## src/rtl/bclk_pkg.sv

```systemverilog
package bclk_pkg;
  localparam int unsigned NUM_PH  = 8;
  localparam int unsigned NIB_W   = 4;
  localparam int unsigned FACT_W  = NUM_PH * NIB_W;
  localparam int unsigned PH_W    = $clog2(NUM_PH);
  localparam int unsigned FREQ_W  = 16;
  // frequency divisors for base component and for the component sum
  localparam int unsigned BASE_DIV = 64;
  localparam int unsigned SUM_DIV  = 8;
endpackage

```

## src/rtl/bclk_factor_calc.sv

```systemverilog
module bclk_factor_calc #(
  parameter int unsigned NUM_PH   = bclk_pkg::NUM_PH,
  parameter int unsigned NIB_W    = bclk_pkg::NIB_W,
  parameter int unsigned FREQ_W   = bclk_pkg::FREQ_W,
  parameter int unsigned BASE_DIV = bclk_pkg::BASE_DIV,
  parameter int unsigned SUM_DIV  = bclk_pkg::SUM_DIV,
  localparam int unsigned FACT_W  = NUM_PH * NIB_W
) (
  input  logic [FREQ_W-1:0] freq_khz,
  output logic [FACT_W-1:0] factor_o
);
  localparam logic [FREQ_W:0] COMP_MAX = (FREQ_W+1)'((1 << NIB_W) - 1);

  logic [FREQ_W-1:0] base_m;
  logic [FREQ_W-1:0] sum_s;
  logic [FREQ_W-1:0] excess;

  always_comb begin
    base_m = freq_khz / FREQ_W'(BASE_DIV);
    sum_s  = freq_khz / FREQ_W'(SUM_DIV);
    excess = sum_s - (FREQ_W'(NUM_PH) * base_m);
  end

  // one component per phase: base plus one extra count for low indices
  for (genvar gi = 0; gi < NUM_PH; gi++) begin : g_comp
    logic [FREQ_W:0] raw_val;
    always_comb begin
      raw_val = {1'b0, base_m};
      if (FREQ_W'(gi) < excess) begin
        raw_val = raw_val + (FREQ_W+1)'(1);
      end
      if (raw_val > COMP_MAX) begin
        factor_o[gi*NIB_W +: NIB_W] = COMP_MAX[NIB_W-1:0];
      end else begin
        factor_o[gi*NIB_W +: NIB_W] = raw_val[NIB_W-1:0];
      end
    end
  end
endmodule

```

## src/rtl/bclk_phase_seq.sv

```systemverilog
module bclk_phase_seq #(
  parameter int unsigned NUM_PH  = bclk_pkg::NUM_PH,
  parameter int unsigned NIB_W   = bclk_pkg::NIB_W,
  localparam int unsigned FACT_W = NUM_PH * NIB_W,
  localparam int unsigned PH_W   = $clog2(NUM_PH)
) (
  input  logic              clk,
  input  logic              rst_n,
  input  logic              run_en,
  input  logic              step,
  input  logic [FACT_W-1:0] factor_in,
  output logic [PH_W-1:0]   phase_o,
  output logic [NIB_W-1:0]  half_len
);
  localparam logic [PH_W-1:0] LAST_PH = PH_W'(NUM_PH - 1);

  logic [PH_W-1:0]   phase_q, phase_d;
  logic [FACT_W-1:0] act_q;
  logic              load_en;
  logic [NIB_W-1:0]  comp_arr [NUM_PH];
  logic [NIB_W-1:0]  comp_sel;

  for (genvar gi = 0; gi < NUM_PH; gi++) begin : g_split
    assign comp_arr[gi] = act_q[gi*NIB_W +: NIB_W];
  end

  always_comb begin
    phase_d = phase_q;
    load_en = 1'b0;
    if (!run_en) begin
      phase_d = '0;
      load_en = 1'b1;
    end else if (step) begin
      if (phase_q == LAST_PH) begin
        phase_d = '0;
        load_en = 1'b1;
      end else begin
        phase_d = phase_q + 1'b1;
      end
    end
  end

  always_ff @(posedge clk or negedge rst_n) begin
    if (!rst_n) begin
      phase_q <= '0;
    end else begin
      phase_q <= phase_d;
    end
  end

  always_ff @(posedge clk or negedge rst_n) begin
    if (!rst_n) begin
      act_q <= '0;
    end else if (load_en) begin
      act_q <= factor_in;
    end
  end

  always_comb begin
    comp_sel = comp_arr[phase_q];
    if (comp_sel == '0) begin
      half_len = NIB_W'(1);
    end else begin
      half_len = comp_sel;
    end
  end

  assign phase_o = phase_q;
endmodule

```

## src/rtl/bclk_half_counter.sv

```systemverilog
module bclk_half_counter #(
  parameter int unsigned NIB_W = bclk_pkg::NIB_W
) (
  input  logic             clk,
  input  logic             rst_n,
  input  logic             run_en,
  input  logic [NIB_W-1:0] half_len,
  output logic             step,
  output logic             clk_o
);
  logic [NIB_W-1:0] cnt_q, cnt_d;
  logic             out_q, out_d;
  logic             at_end;

  assign at_end = (cnt_q == (half_len - 1'b1));
  assign step   = run_en && at_end;

  always_comb begin
    cnt_d = cnt_q;
    out_d = out_q;
    if (!run_en) begin
      cnt_d = '0;
      out_d = 1'b0;
    end else if (at_end) begin
      cnt_d = '0;
      out_d = ~out_q;
    end else begin
      cnt_d = cnt_q + 1'b1;
    end
  end

  always_ff @(posedge clk or negedge rst_n) begin
    if (!rst_n) begin
      cnt_q <= '0;
      out_q <= 1'b0;
    end else begin
      cnt_q <= cnt_d;
      out_q <= out_d;
    end
  end

  assign clk_o = out_q;
endmodule

```

## src/rtl/backup_clk_gen.sv

```systemverilog
module backup_clk_gen #(
  parameter int unsigned NUM_PH  = bclk_pkg::NUM_PH,
  parameter int unsigned NIB_W   = bclk_pkg::NIB_W,
  parameter int unsigned FREQ_W  = bclk_pkg::FREQ_W,
  localparam int unsigned FACT_W = NUM_PH * NIB_W,
  localparam int unsigned PH_W   = $clog2(NUM_PH)
) (
  input  logic              clk,
  input  logic              rst_n,
  input  logic              enable,
  input  logic [FACT_W-1:0] factor,
  input  logic [FREQ_W-1:0] freq_khz,
  output logic              clk_out,
  output logic [PH_W-1:0]   phase,
  output logic [FACT_W-1:0] calc_factor
);
  logic             step;
  logic [NIB_W-1:0] half_len;

  bclk_phase_seq #(.NUM_PH(NUM_PH), .NIB_W(NIB_W)) u_seq (
    .clk       (clk),
    .rst_n     (rst_n),
    .run_en    (enable),
    .step      (step),
    .factor_in (factor),
    .phase_o   (phase),
    .half_len  (half_len)
  );

  bclk_half_counter #(.NIB_W(NIB_W)) u_cnt (
    .clk      (clk),
    .rst_n    (rst_n),
    .run_en   (enable),
    .half_len (half_len),
    .step     (step),
    .clk_o    (clk_out)
  );

  bclk_factor_calc #(.NUM_PH(NUM_PH), .NIB_W(NIB_W), .FREQ_W(FREQ_W)) u_calc (
    .freq_khz (freq_khz),
    .factor_o (calc_factor)
  );
endmodule

```

## config.mk

```make
export PLATFORM = sky130hd
export DESIGN_NAME = backup_clk_gen
export DESIGN_NICKNAME = d
export VERILOG_FILES = /design/src/rtl/bclk_pkg.sv /design/src/rtl/bclk_factor_calc.sv /design/src/rtl/bclk_phase_seq.sv /design/src/rtl/bclk_half_counter.sv /design/src/rtl/backup_clk_gen.sv
export SDC_FILE = /design/constraint.sdc
export NUM_CORES = 1
export LEC_CHECK = 0
export ABC_AREA = 1
export BUFFER_PORTS_ARGS = -buffer_cell sky130_fd_sc_hd__buf_4
export CAP_MARGIN = 20
export CORE_ASPECT_RATIO = 1.2
export CORE_MARGIN = 5
export CORE_UTILIZATION = 55
export CTS_CLUSTER_DIAMETER = 150
export DETAILED_ROUTE_END_ITERATION = 10
export GPL_ROUTABILITY_DRIVEN = 0
export PLACE_DENSITY_LB_ADDON = 0.25
export SKIP_CTS_REPAIR_TIMING = 1
export SLEW_MARGIN = 20
export SYNTH_ARGS = -nofsm -noshare
export SYNTH_HDL_FRONTEND = slang
export SYNTH_HIERARCHICAL = 1
export SYNTH_SLANG_ARGS = --single-unit
```

## constraint.sdc

```tcl
create_clock -name clk -period 5.7 [get_ports clk]
set_input_delay 0 -clock clk [delete_from_list [all_inputs] [get_ports clk]]
set_output_delay 0 -clock clk [all_outputs]
set_load 0.01 [all_outputs]
```

==> flow_summary_export.csv, run 1 <==
group,metric,value,unit
run_status,status,"finished, violations left",
run_status,violations,"negative hold slack",
power,p_leak,2.039,nW
logic_synthesis,syn_area,0.002830,mm^2
power,p_seq_share,43.3,%
logic_synthesis,synth_most_common_cell,"nand2_1",
clocking,tritoncts,"built",
power,power-per-cell-area,197.3,mW/mm^2
place,dp_hpwl,5463,um
timing,clock_skew,0.003783,ns
worst_setup_path,rrSetupSlack,1.93,ns
worst_setup_path,reg2reg_depth,18,
worst_setup_path,path_class,"reg -> reg",
min_path,min_to,"u_seq/act_q[19]$_DFFE_PN0P_",
floorplanning,core_area,0.004975,mm^2
logic_synthesis,postSynthAreaPerCell,6.937,um^2
logic_synthesis,synthCells,408,
worst_setup_path,worstPathCellList,"inv_4 -> a21oi_1 -> o21ai_0 -> nand3_1 -> nand2_1 -> nand2_1 -> inv_1 -> ha_1 -> xor2_1 -> nand2_1 -> nor2_2 -> nand2_2 -> nor2_1 -> inv_2 -> o21ai_4 -> buf_4 -> nand2_1 -> o21ai_0",
final_layout,final_util,77.54,%
routing,dr.first_iter.drc_count,116,
routing,viasPerCell,5.326,
routing,wl_per_cell,13.39,um
clocking,cts_sinks,40,
power,intPower,503.6,uW
timing,hold_violations,1,
logic_synthesis,synth_edf_count,0,
global_routing,grt_antenna_before_repair,0,
global_routing,track_usage,22.32,%
routing,drc,0,
worst_setup_path,crit_path_max_incr_delay,0.76,ns
final_layout,n_antenna_cell,0,
timing,fmax,265.2,MHz
logic_synthesis,netlist_top_cells_area,"dfrtp_1 35%, nand2_1 16%, nand3_1 8.7%",
worst_setup_path,endpoint_kind,"flip-flop",
timing,tightest_slew,0.6364,ns
power,peakVddDrop,209.2,uV
place,port-buffer-count,83,
timing,finalCritPeriodShare,66.15,%
worst_setup_path,crit_family,"simple AND/OR/NAND/NOR gates",
timing,relSlewSlack,57.57,%
floorplanning,die_y,88.58,um
global_routing,grt_overflow,0,
final_layout,synthToLayoutAreaGrowth,36.30,%
final_layout,n_fill_cell,383,
min_path,min_from,"factor[19]",
min_path,whs_path_depth,3,
floorplanning,rows,28,
logic_synthesis,ys_types,28,
logic_synthesis,synth_top_area_share,35.37,%
worst_setup_path,r2r_start,"u_seq/phase_o[0]$_DFFE_PN0P_",
timing,rsz0062_at_grt,"false",
worst_setup_path,worstSetupStartpointType,"flip-flop",
worst_setup_path,crit_top_cell,"nand2_1",
worst_setup_path,r2r-end,"u_seq/act_q[13]$_DFFE_PN0P_",
routing,num_vias,3084,
power,clock_power_share,24.6,%
final_layout,drive_above_1_share,23.89,%
worst_setup_path,cp_slowest_cell,"dfrtp_1",
clocking,cts.path.max_buffers,2,
routing,wl,7755,um
timing,tns,0,ns
floorplanning,fp.dieArea,0.006686,mm^2
job,drv_cap,0,
worst_setup_path,crit_path_start,"u_seq/phase_o[0]$_DFFE_PN0P_",
logic_synthesis,synth_common_cells,"123 x nand2_1, 61 x inv_1, 49 x nand3_1, 49 x o21ai_0, 40 x dfrtp_1",
final_layout,final_area,0.003857,mm^2
min_path,min_path_type,"in -> reg",
logic_synthesis,synth_top_area_cell,"dfrtp_1",
timing,final.setup.worst_slack,1.929,ns
global_routing,grt_pass1_vias,2761,
worst_setup_path,arrival,3.98,ns
logic_synthesis,synthArstFlopShare,100.0,%
global_routing,grt_pass1_wl,11630,um
power,switching_power,257.5,uW
clocking,numCtsBuffers,5,
floorplanning,dieWidth,75.49,um
logic_synthesis,yosysSeqAreaShare,35.37,%
floorplanning,io_pins,87,
floorplanning,initial_core_util,56.89,%
final_layout,nets,574,
clocking,h-tree-depth,2,
routing,first_pass_iters,5,
clocking,clk_pin_slew_worst_paths,0.08,ns
worst_setup_path,path_buf_inv,4,
timing,slew_viol_final,0,
timing,min_period,3.771,ns
place,post_dp_cell_area,0.003445,mm^2
worst_setup_path,required,5.91,ns
logic_synthesis,synth_nets,464,
power,sw_frac_of_total,33.84,%
place,pre_cts_ws,2.014,ns
timing,worst_hold_slack,-0.03553,ns
clocking,insertion_delay,0.29,ns
timing,setup_violations,0,
logic_synthesis,ys_seq_elements,40,
global_routing,grt_max_degree,48,
clocking,clock_tree.root_cell,"clkbuf_8",
logic_synthesis,ys_warn_count,6,
logic_synthesis,synth_flop_cell,"dfrtp_1",
routing,drt.antenna.violating_nets,0,
worst_setup_path,cp_max_fo,47,
power,p_comb_share,32.0,%
layout make-up:
class	instances	area, um^2	area share [%]
inverter	67	259.0	6.714
clock inverter	3	23.77	0.6163
timing repair buffer	116	950.9	24.65
sequential	40	1001	25.95
multi-input combinational	288	1479	38.34
tap	60	75.07	1.946
clock buffer	5	68.82	1.784
through the flow:
stage                     power [mW]  cells
after global routing          0.8143    579
final                         0.7612    579
after floorplan               0.4823    408
after global placement        0.5468    539
after detailed placement      0.5568    539
after CTS                     0.7480    547
cells in the final DEF (no fill, tap or decap), types with 4 or more instances in the layout:
| cell type | count |
|---|---|
| clkbuf_8 | 5 |
| xor2_1 | 6 |
| inv_2 | 4 |
| nand4_1 | 6 |
| nand2_1 | 123 |
| inv_1 | 61 |
| nor2_1 | 11 |
| buf_4 | 84 |
| a21oi_1 | 5 |
| mux2_4 | 4 |
| nand2_2 | 11 |
| dlygate4sd3_1 | 32 |
| dfrtp_1 | 40 |
| ha_1 | 5 |
| nand3_1 | 49 |
| o21ai_0 | 49 |
sequential cells by signal, indices dropped and copies added (netlist names):
register / cells
u_seq/act_q: 32
u_cnt/cnt_q: 4
u_cnt/clk_o: 1
u_seq/phase_o: 3
worst reg2reg max path, stage by stage, from the launching register on:
cell	delay, ns
dfrtp_1	0.76
inv_4	0.20
a21oi_1	0.17
o21ai_0	0.11
nand3_1	0.08
nand2_1	0.07
nand2_1	0.09
inv_1	0.07
ha_1	0.30
xor2_1	0.14
nand2_1	0.08
nor2_2	0.13
nand2_2	0.08
nor2_1	0.25
inv_2	0.09
o21ai_4	0.35
buf_4	0.44
nand2_1	0.15
o21ai_0	0.11
how the worst max path moves through the flow:
stage,depth (start not counted),slack (ns),end
6_report,18,1.93,u_seq/act_q[13]$_DFFE_PN0P_
4_1_cts,18,1.93,u_seq/act_q[13]$_DFFE_PN0P_
3_3_place_gp,19,2.13,u_seq/act_q[13]$_DFFE_PN0P_
2_1_floorplan,20,2.83,u_seq/act_q[0]$_DFFE_PN0P_
3_5_place_dp,18,2.01,u_seq/act_q[13]$_DFFE_PN0P_
5_1_grt,18,1.47,u_seq/act_q[2]$_DFFE_PN0P_
logic make-up after synthesis:
| group | Yosys count | share of synthesized area (%) |
|---|---|---|
| fa+ha+maj | 5 | 2.210 |
| xor+xnor | 8 | 2.476 |
| buf+inv | 80 | 12.38 |
| simple gates | 209 | 33.78 |
| mux | 4 | 2.122 |
| compound gates | 62 | 11.67 |
| flops | 40 | 35.37 |
per-layer routing:
metal	GRT usage (%)	wire length (um)
met5	0	0
met4	8.585	143
met3	3.523	671
met2	40.30	4063
met1	26.01	2877
power groups by stage:
stage	Combinational, mW	Sequential, mW	Clock (mW)
5_1_grt	0.276	0.333	0.204
4_1_cts	0.224	0.329	0.195
6_report	0.244	0.330	0.188
3_5_place_dp	0.222	0.335	0
2_1_floorplan	0.154	0.328	0
3_3_place_gp	0.213	0.334	0
(Power assumes the default switching activity.)
==> inputs of run 2 (changes only) <==
CORE_UTILIZATION = 52   (was 55)
clock period = 3.75 ns   (was 5.7 ns; I/O delays follow)
==> run 2 against run 1 <==
  * Largest cell class unchanged
  * Critical path type unchanged
  * Global-route usage decreased by 3.2 points
  * Sequential share of layout area decreased by 0.32 points
  * Die area increased by 5.0%
  * Flip-flop and latch count is the same
  * Sequential power up 52%
  * The run now ends clean
  * Critical path depth up 1
  * Worst setup slack lost 1.4 ns
  * Non-clock buffer count up 3
==> flow_summary_export.csv, run 2 (synthesis gave the netlist of run 1 again) <==
group,metric,value,unit
final_layout,drive_above_1_share,24.33,%
place,pre_cts_ws,0.3611,ns
clocking,cts_sinks,40,
min_path,min_path_type,"in -> reg",
final_layout,final_common_cell,"nand2_1",
global_routing,grt_pass1_wl,11140,um
worst_setup_path,crit_top_cell,"nand2_1",
clocking,h-tree-depth,2,
global_routing,met3_usage,5.090,%
worst_setup_path,reg2reg_depth,19,
global_routing,grt_max_degree,41,
final_layout,regArea,0.001002,mm^2
routing,first_pass_iters,5,
routing,wl,7596,um
routing,dr.first_iter.drc_count,118,
final_layout,regMostFlops,"u_seq/act_q",
floorplanning,initial_core_util,53.42,%
global_routing,top_usage_layer,"met2",
final_layout,nets,577,
final_layout,final_util,73.81,%
worst_setup_path,required,3.96,ns
worst_setup_path,cp_slowest_cell,"dfrtp_2",
routing,wl_per_cell,13.01,um
timing,min_period,3.270,ns
timing,clock_skew,0.007872,ns
min_path,whs_path_depth,3,
floorplanning,io_pins,87,
place,dp_hpwl,5438,um
final_layout,n_antenna_cell,0,
global_routing,grt_overflow,0,
floorplanning,dieWidth,77.35,um
worst_setup_path,path_class,"reg -> reg",
worst_setup_path,cp_max_fo,27,
worst_setup_path,crit_path_max_incr_delay,0.55,ns
run_status,status,"completed",
global_routing,globalRouteMet1Util,21.61,%
timing,setup_violations,0,
worst_setup_path,worstSetupStartpointType,"flip-flop",
clocking,clk_pin_slew_worst_paths,0.08,ns
clocking,cts.path.max_buffers,2,
timing,relSlewSlack,66.78,%
final_layout,final_cell_mix,"123 x nand2_1, 86 x buf_4, 61 x inv_1",
power,total_power,1.224,mW
global_routing,grt_antenna_before_repair,0,
routing,num_vias,2989,
final_layout,synthToLayoutAreaGrowth,38.15,%
global_routing,grt_use_met2,34.20,%
global_routing,grt_pass1_vias,2556,
worst_setup_path,worstPathCellList,"inv_4 -> nand2_1 -> nand3_1 -> nand3_1 -> nand2_1 -> nand3_1 -> nand2_1 -> inv_1 -> ha_1 -> xor2_1 -> nand2_1 -> nor2_2 -> nand2_2 -> nor2_1 -> inv_2 -> o21ai_4 -> buf_4 -> nand2_1 -> o21ai_0",
routing,drt.antenna.violating_nets,0,
floorplanning,core_area,0.005298,mm^2
floorplanning,die_y,90.82,um
final_layout,multiInputGateArea,0.001479,mm^2
timing,final.setup.worst_slack,0.4796,ns
timing,tns,0,ns
clocking,insertion_delay,0.29,ns
power,peakVddDrop,317.9,uV
global_routing,track_usage,19.09,%
power,p_leak,2.070,nW
clocking,tritoncts,"built",
place,port-buffer-count,83,
clocking,numCtsBuffers,5,
power,power-per-cell-area,312.9,mW/mm^2
timing,tightest_slew,0.4983,ns
worst_setup_path,arrival,3.48,ns
routing,viasPerCell,5.118,
timing,slew_viol_final,0,
timing,finalCritPeriodShare,87.21,%
routing,drc,0,
floorplanning,rows,29,
final_layout,n_fill_cell,419,
worst_setup_path,endpoint_kind,"flip-flop",
timing,rsz0062_at_grt,"false",
final_layout,largest_reg_flops,32,
floorplanning,fp.dieArea,0.007024,mm^2
job,drv_cap,0,
clocking,clock_tree.root_cell,"clkbuf_8",
timing,hold_violations,0,
timing,fmax,305.8,MHz
[run 2: cell types whose count changed in the layout (fill, tap and decap cells not counted), sizes merged]
cell         delta
buf             +2
clkinvlp        -2
bufinv          +1
clkinv          +1
dlygate4sd3     +1
[run 2: per-layer routing]
layer	vias up	wire, um
met3	10	633
met5	-	0
met4	0	114
li1	1517	-
met1	1350	2917
met2	112	3931
[run 2: where the power goes]
| group | internal [mW] | leakage (nW) | switching [mW] |
|---|---|---|---|
| combinational | 0.163 | 1.52 | 0.205 |
| clock | 0.200 | 0.0583 | 0.154 |
| sequential | 0.473 | 0.494 | 0.0280 |
| total | 0.836 | 2.07 | 0.387 |
[run 2: worst paths after layout]
kind / slack, ns / start / end
max reg2reg: 0.48 / u_seq/phase_o[0]$_DFFE_PN0P_ / u_seq/act_q[30]$_DFFE_PN0P_
min reg2reg: 0.52 / u_seq/act_q[28]$_DFFE_PN0P_ / u_seq/act_q[28]$_DFFE_PN0P_
min in group asynchronous: 0.20 / rst_n / u_seq/act_q[20]$_DFFE_PN0P_
max: 0.48 / u_seq/phase_o[0]$_DFFE_PN0P_ / u_seq/act_q[30]$_DFFE_PN0P_
min: 0.04 / enable / u_seq/phase_o[2]$_DFFE_PN0P_
max in group asynchronous: 3.16 / rst_n / u_seq/phase_o[0]$_DFFE_PN0P_
[run 2: metrics by stage]
| stage | area [um^2] | std cells | hold WS (ns) |
|---|---|---|---|
| detailed placement | 3462 | 543 | 0.0002617 |
| floorplan | 2830 | 408 | -0.2956 |
| global placement | 3462 | 543 | -0.00003131 |
| finish | 3910 | 584 | 0.04180 |
| CTS | 3578 | 551 | -0.3232 |
| global route | 3910 | 584 | 0.02795 |
[run 2: area by class of cell]
type	count	share of cell area, %
multi-input cells	288	37.82
flip-flops and latches	40	25.63
repair buffers	119	24.96
inverters	67	6.624
well taps	62	1.984
clock buffers	5	1.760
clock inverters	3	1.216
[run 2: critical path, delay by kind of cell (launching register included)]
family                   cells  cell delay, ns
AND/OR/NAND/NOR             11            1.17
buffers and inverters        4            0.68
flip-flops                   1            0.55
AO/OA/AOI/OAI                2            0.35
adder cells (fa/ha/maj)      1            0.30
XOR/XNOR                     1            0.13
